--- config.mk ---
export PLATFORM = sky130hd
export DESIGN_NAME = spi_rate_gen
export DESIGN_NICKNAME = d
export VERILOG_FILES = /design/src/rtl/spi_rate_pkg.sv /design/src/rtl/spi_rate_rst_sync.sv /design/src/rtl/spi_rate_reload.sv /design/src/rtl/spi_rate_counter.sv /design/src/rtl/spi_rate_out.sv /design/src/rtl/spi_rate_gen.sv
export SDC_FILE = /design/constraint.sdc
export NUM_CORES = 1
export LEC_CHECK = 0
export ABC_AREA = 0
export BUFFER_PORTS_ARGS = -buffer_cell sky130_fd_sc_hd__buf_4
export CAP_MARGIN = 30
export CORE_MARGIN = 8
export CORE_UTILIZATION = 36
export CTS_BUF_LIST = sky130_fd_sc_hd__clkbuf_16
export DETAILED_ROUTE_END_ITERATION = 7
export GPL_ROUTABILITY_DRIVEN = 0
export PLACE_DENSITY = 0.6
export SLEW_MARGIN = 20
export SYNTH_ARGS = -nofsm -noshare
export SYNTH_HDL_FRONTEND = slang
export SYNTH_HIERARCHICAL = 1
export SYNTH_SLANG_ARGS = --single-unit
--- constraint.sdc ---
create_clock -name clk -period 1.4 [get_ports clk]
set_clock_uncertainty 0.15 [all_clocks]
set_input_delay 0.07 -clock clk [delete_from_list [all_inputs] [get_ports clk]]
set_output_delay 0.07 -clock clk [all_outputs]
set_load 0.02 [all_outputs]
--- src/rtl/spi_rate_pkg.sv ---
package spi_rate_pkg;
  typedef enum logic [1:0] {
    MODE_IDLE   = 2'd0,
    MODE_SERIAL = 2'd1,
    MODE_TIMER  = 2'd2
  } rate_mode_e;
endpackage

--- src/rtl/spi_rate_rst_sync.sv ---
module spi_rate_rst_sync #(
  parameter int STAGES = 2
) (
  input  logic clk,
  input  logic rst_n,
  output logic rst_n_sync
);
  logic [STAGES-1:0] sync_q;
  logic [STAGES-1:0] sync_d;

  always_comb begin
    sync_d = {sync_q[STAGES-2:0], 1'b1};
  end

  always_ff @(posedge clk or negedge rst_n) begin
    if (!rst_n) sync_q <= '0;
    else        sync_q <= sync_d;
  end

  assign rst_n_sync = sync_q[STAGES-1];
endmodule

--- src/rtl/spi_rate_reload.sv ---
module spi_rate_reload #(
  parameter int BYTE_W    = 8,
  parameter int NUM_BYTES = 2,
  localparam int VAL_W    = BYTE_W * NUM_BYTES
) (
  input  logic                 clk,
  input  logic                 rst_n,
  input  logic [NUM_BYTES-1:0] lane_wr,
  input  logic [BYTE_W-1:0]    wdata,
  output logic [VAL_W-1:0]     reload
);
  for (genvar g = 0; g < NUM_BYTES; g++) begin : g_lane
    logic [BYTE_W-1:0] lane_q;
    logic [BYTE_W-1:0] lane_d;

    always_comb begin
      lane_d = lane_wr[g] ? wdata : lane_q;
    end

    always_ff @(posedge clk or negedge rst_n) begin
      if (!rst_n) lane_q <= '0;
      else        lane_q <= lane_d;
    end

    assign reload[g*BYTE_W +: BYTE_W] = lane_q;
  end
endmodule

--- src/rtl/spi_rate_counter.sv ---
module spi_rate_counter #(
  parameter int CNT_W = 16
) (
  input  logic             clk,
  input  logic             rst_n,
  input  logic             load,
  input  logic [CNT_W-1:0] reload,
  output logic             term
);
  logic [CNT_W-1:0] cnt_q;
  logic [CNT_W-1:0] cnt_d;
  logic             cnt_en;

  // Holding reload-1 makes a reload of zero wrap to all ones, i.e. 2**CNT_W cycles.
  always_comb begin
    term   = !load && (cnt_q == '0);
    cnt_en = 1'b1;
    if (load || term) cnt_d = reload - CNT_W'(1);
    else              cnt_d = cnt_q - CNT_W'(1);
  end

  always_ff @(posedge clk or negedge rst_n) begin
    if (!rst_n)      cnt_q <= '1;
    else if (cnt_en) cnt_q <= cnt_d;
  end
endmodule

--- src/rtl/spi_rate_out.sv ---
module spi_rate_out
  import spi_rate_pkg::*;
(
  input  logic       clk,
  input  logic       rst_n,
  input  rate_mode_e mode_now,
  input  logic       load,
  input  logic       term,
  input  logic       irq_clr,
  output logic       sclk,
  output logic       irq
);
  logic sclk_q, sclk_d;
  logic irq_q, irq_d;

  always_comb begin
    if (mode_now != MODE_SERIAL || load) sclk_d = 1'b0;
    else if (term)                       sclk_d = ~sclk_q;
    else                                 sclk_d = sclk_q;

    if (mode_now == MODE_TIMER && term)  irq_d = 1'b1;
    else if (irq_clr)                    irq_d = 1'b0;
    else                                 irq_d = irq_q;
  end

  always_ff @(posedge clk or negedge rst_n) begin
    if (!rst_n) begin
      sclk_q <= 1'b0;
      irq_q  <= 1'b0;
    end else begin
      sclk_q <= sclk_d;
      irq_q  <= irq_d;
    end
  end

  assign sclk = sclk_q;
  assign irq  = irq_q;
endmodule

--- src/rtl/spi_rate_gen.sv ---
module spi_rate_gen
  import spi_rate_pkg::*;
#(
  parameter int BYTE_W = 8
) (
  input  logic              clk,
  input  logic              rst_n,
  input  logic              wr_lo,
  input  logic              wr_hi,
  input  logic [BYTE_W-1:0] wdata,
  input  logic              if_en,
  input  logic              tmr_en,
  input  logic              irq_clr,
  output logic              sclk,
  output logic              irq
);
  localparam int NUM_BYTES = 2;
  localparam int CNT_W     = BYTE_W * NUM_BYTES;

  logic             rst_n_int;
  logic [CNT_W-1:0] reload;
  rate_mode_e       mode_now, mode_q;
  logic             load, term;

  spi_rate_rst_sync #(.STAGES(2)) u_rst (
    .clk(clk), .rst_n(rst_n), .rst_n_sync(rst_n_int)
  );

  spi_rate_reload #(.BYTE_W(BYTE_W), .NUM_BYTES(NUM_BYTES)) u_reload (
    .clk(clk), .rst_n(rst_n_int), .lane_wr({wr_hi, wr_lo}),
    .wdata(wdata), .reload(reload)
  );

  // The interface enable takes precedence: timer mode only when it is off.
  always_comb begin
    if (if_en)       mode_now = MODE_SERIAL;
    else if (tmr_en) mode_now = MODE_TIMER;
    else             mode_now = MODE_IDLE;
    load = (mode_now == MODE_IDLE) || (mode_now != mode_q);
  end

  always_ff @(posedge clk or negedge rst_n_int) begin
    if (!rst_n_int) mode_q <= MODE_IDLE;
    else            mode_q <= mode_now;
  end

  spi_rate_counter #(.CNT_W(CNT_W)) u_cnt (
    .clk(clk), .rst_n(rst_n_int), .load(load), .reload(reload), .term(term)
  );

  spi_rate_out u_out (
    .clk(clk), .rst_n(rst_n_int), .mode_now(mode_now), .load(load),
    .term(term), .irq_clr(irq_clr), .sclk(sclk), .irq(irq)
  );
endmodule

==> results by group <==
Routing
  • Vias per cell: 5.06
  • Initial DRC Count: ~110
  • DRC violations left: 0
  • DR vias: roughly 1800
  • Final WL: slightly above 6000 um
  • Mean routed wirelength per cell: about 17 um
  • DRT antenna net count: 0
  • TritonRoute pass-1 iters: 4

Yosys
  • Synth area leaders: dfrtp_1 (26%), dfstp_2 (20%), mux2_4 (12%)
  • Synthesized flop and latch total: 38
  • Synthesis warning total: 6
  • Post-synth top flop: dfrtp_1
  • Synth top cells by count: dfrtp_1 (22), dfstp_2 (16), mux2_4 (16)
  • Ys async rst share: 100%
  • Post-Syn Nets: roughly 190
  • Area leader, netlist: dfrtp_1
  • Post-Syn Instances: 176
  • Number of flops mapped to enable cells by yosys: 0
  • Sequential area share after synthesis: between 40% and 50%
  • Cell with the most instances after synthesis: dfrtp_1
  • Post-Syn Area: 2090 um^2
  • Yosys cell types: 45
  • Post-Syn Area per Cell: around 12 um^2
  • Area fraction of the dominant cell type after synthesis: between 20% and 30%

Place
  • Half-perimeter wire length after placement: between 3000 and 4000 um
  • IO Port Bufs: 16
  • Pre-CTS WS: -1.27 ns

Clocking
  • Clock buffer count from CTS: 5
  • CTS Buffer Depth: 2
  • CTS tree: done
  • H-tree Lvls: 2
  • Reg clk slew, reported paths: about 0.060 ns
  • CTS Sinks: 38
  • Worst-skew pair later-pin latency: 0.28 ns
  • Root Buffer: clkbuf_16

Global routing
  • Gr usage total: 14.4%
  • Largest net degree at the start of global routing: 37
  • Initial antenna violation count: 0
  • Via count of the first global-routing pass: just under 2000
  • Grt total ovfl: 0
  • First-pass GRT wire length: slightly below 10000 um

Critical path
  • Worst setup EP type: register
  • CP Launch Type: register
  • Worst EP arrival: between 2 and 3 ns
  • R2r setup slk: -1.33 ns
  • Slowest Stage Delay on Critical Path: roughly 0.38 ns
  • Worst Path Max Fanout: 5
  • Slowest CP cell: dfstp_2
  • Most used cell, CP: mux2i_4
  • Data required, critical path: 1.45 ns
  • Cell Chain, Critical Path: nor4_4 -> and3_4 -> a21o_4 -> mux2i_4 -> ha_4 -> nor4b_4 -> mux2i_4 -> nor3_2 -> xnor2_1 -> mux2i_1
  • Critical path class: register to register

Layout
  • Final Net Count: between 300 and 400
  • FF+latch area: slightly below 1000 um^2
  • Area of the multi-input gates: 1420 um^2
  • Share of post-route cells with drive strength above 1: about two thirds
  • ANT cells: 0
  • Filler instances: about 400
  • Util after Layout: approximately 64%
  • Layout area overhead: 70.0%

Die
  • Core ar.: between 5000 and 6000 um^2
  • Num rows: 27
  • Die area: 8490 um^2
  • Die Height: around 92 um
  • Initial Util: between 30% and 40%
  • IO Pins: 17
  • Die Width: 92.1 um

Timing
  • RSZ-0062 raised after global routing: yes
  • Worst hold slack: between 0.01 and 0.015 ns
  • Max Slew Vio Count: 0
  • Final setup viols: 18
  • Final Cycle Share: 195%
  • Worst Slack Setup Final: -1.33 ns
  • Fin. Hold Viols: 0
  • Crit path time final: approximately 2.7 ns
  • F_max: approximately 0.37 GHz

Power
  • VDD IR max: between 0.0007 and 0.0008 V
  • Int Power: approximately 2700 uW
  • Switching share of total power: a little under 30%
  • Pwr dens: approximately 1100 nW/um^2
  • Leakage power: around 0.0015 uW
  • NetSw: roughly 1100 uW
  • Clock Power Share: between 20% and 30%
  • Flop pwr share: 38.1%
  • Gate power share: 33.6%

Run status
  • Failing checks: setup timing
  • Outcome: finished with violations

Flow run
  • Max_cap viols: 0

Min path
  • Hold Path Class: primary input to register
layer usage:
layer | GRT usage [%] | vias up | wire, um
li1 | - | 863 | -
met1 | 17.8 | 905 | 2820
met2 | 23.8 | 41 | 3060
met3 | 3.26 | 4 | 163
met4 | 5.50 | 0 | 48
met5 | 0 | - | 0
flip-flops by register name, indices dropped and copies added (netlist names):
name	cells
u_out/irq	1
u_reload/g_lane.lane_q	16
mode_q	2
u_cnt/cnt_q	16
u_rst/sync_q	2
u_out/sclk	1
final timing paths:
| check | depth (start not counted) | from | endpoint |
|---|---|---|---|
| worst max-delay path | 10 | u_cnt/cnt_q[6] | u_cnt/cnt_q[14] |
| worst min-delay path | 2 | wr_lo | u_reload/g_lane[0].lane_q[3] |
| worst max register to register | 10 | u_cnt/cnt_q[6] | u_cnt/cnt_q[14] |
| worst min register to register | 1 | u_rst/sync_q[1] | u_reload/g_lane[0].lane_q[5] |
| max in group asynchronous | 3 | rst_n | u_rst/sync_q[0] |
| min in group asynchronous | 1 | u_rst/sync_q[1] | u_reload/g_lane[0].lane_q[5] |
stage by stage:
step                setup TNS, ns  cells  instance area [um^2]  total power (uW)
global placement           -13.12    318                  2770              2350
global route               -17.23    358                  3550              3930
CTS                        -16.58    353                  3360              3630
detailed placement         -14.16    318                  2770              2370
finish                     -15.53    358                  3550              3770
floorplan                  -12.60    176                  2170              1910
area by class of cell:
| class | instances | share of cell area [%] |
|---|---|---|
| multi-input cells | 130 | 40.2 |
| well taps | 72 | 2.54 |
| flip-flops and latches | 38 | 27.4 |
| clock inverters | 3 | 0.353 |
| inverters | 3 | 0.318 |
| clock buffers | 5 | 3.53 |
| repair buffers | 107 | 25.7 |
cell families (layout without fill, tap and decap cells):
kind of cell    count (synthesis)  count (layout)  share of synthesized area (%)
fa+ha+maj                       1               1                          0.600
other cells                     1               1                          0.180
simple gates                   59              59                           17.3
xor+xnor                       18              18                           7.56
mux                            30              30                           18.4
compound gates                 21              21                           7.20
buf+inv                         8             118                           2.22
flops                          38              38                           46.6
placed cells by master, fill, tap and decap left out, types with 5 or more instances in the layout:
cell / instances
dlygate4sd3_1: 11
dfrtp_1: 22
buf_4: 79
clkbuf_16: 5
nor3_1: 7
buf_6: 13
mux2_4: 18
mux2i_1: 7
xor2_1: 7
xnor2_1: 8
dfstp_2: 16
nor3_2: 7
nor2_1: 7
worst max-delay path, delay by kind of cell, from the launching register on:
family                   cells  cell delay [ns]
AND/OR/NAND/NOR              4             1.06
multiplexers                 3             0.53
flip-flops                   1             0.38
adder cells (fa/ha/maj)      1             0.19
XOR/XNOR                     1             0.17
AO/OA/AOI/OAI                1             0.16
power groups by stage:
stage	combinational [uW]	clock (uW)	sequential (uW)
6_report	1260	1070	1440
3_3_place_gp	916	0	1430
2_1_floorplan	419	0	1490
3_5_place_dp	927	0	1440
5_1_grt	1350	1130	1460
4_1_cts	1110	1080	1430
repair_timing:
action,CTS,global route
setup endpoints to repair,18,18
hold buffers,12,0
pin swaps,19,22
setup buffers,18,14
endpoints found under the hold margin,22,0
gates resized for setup,46,37
Note: power is estimated with default switching activity, not from simulation.
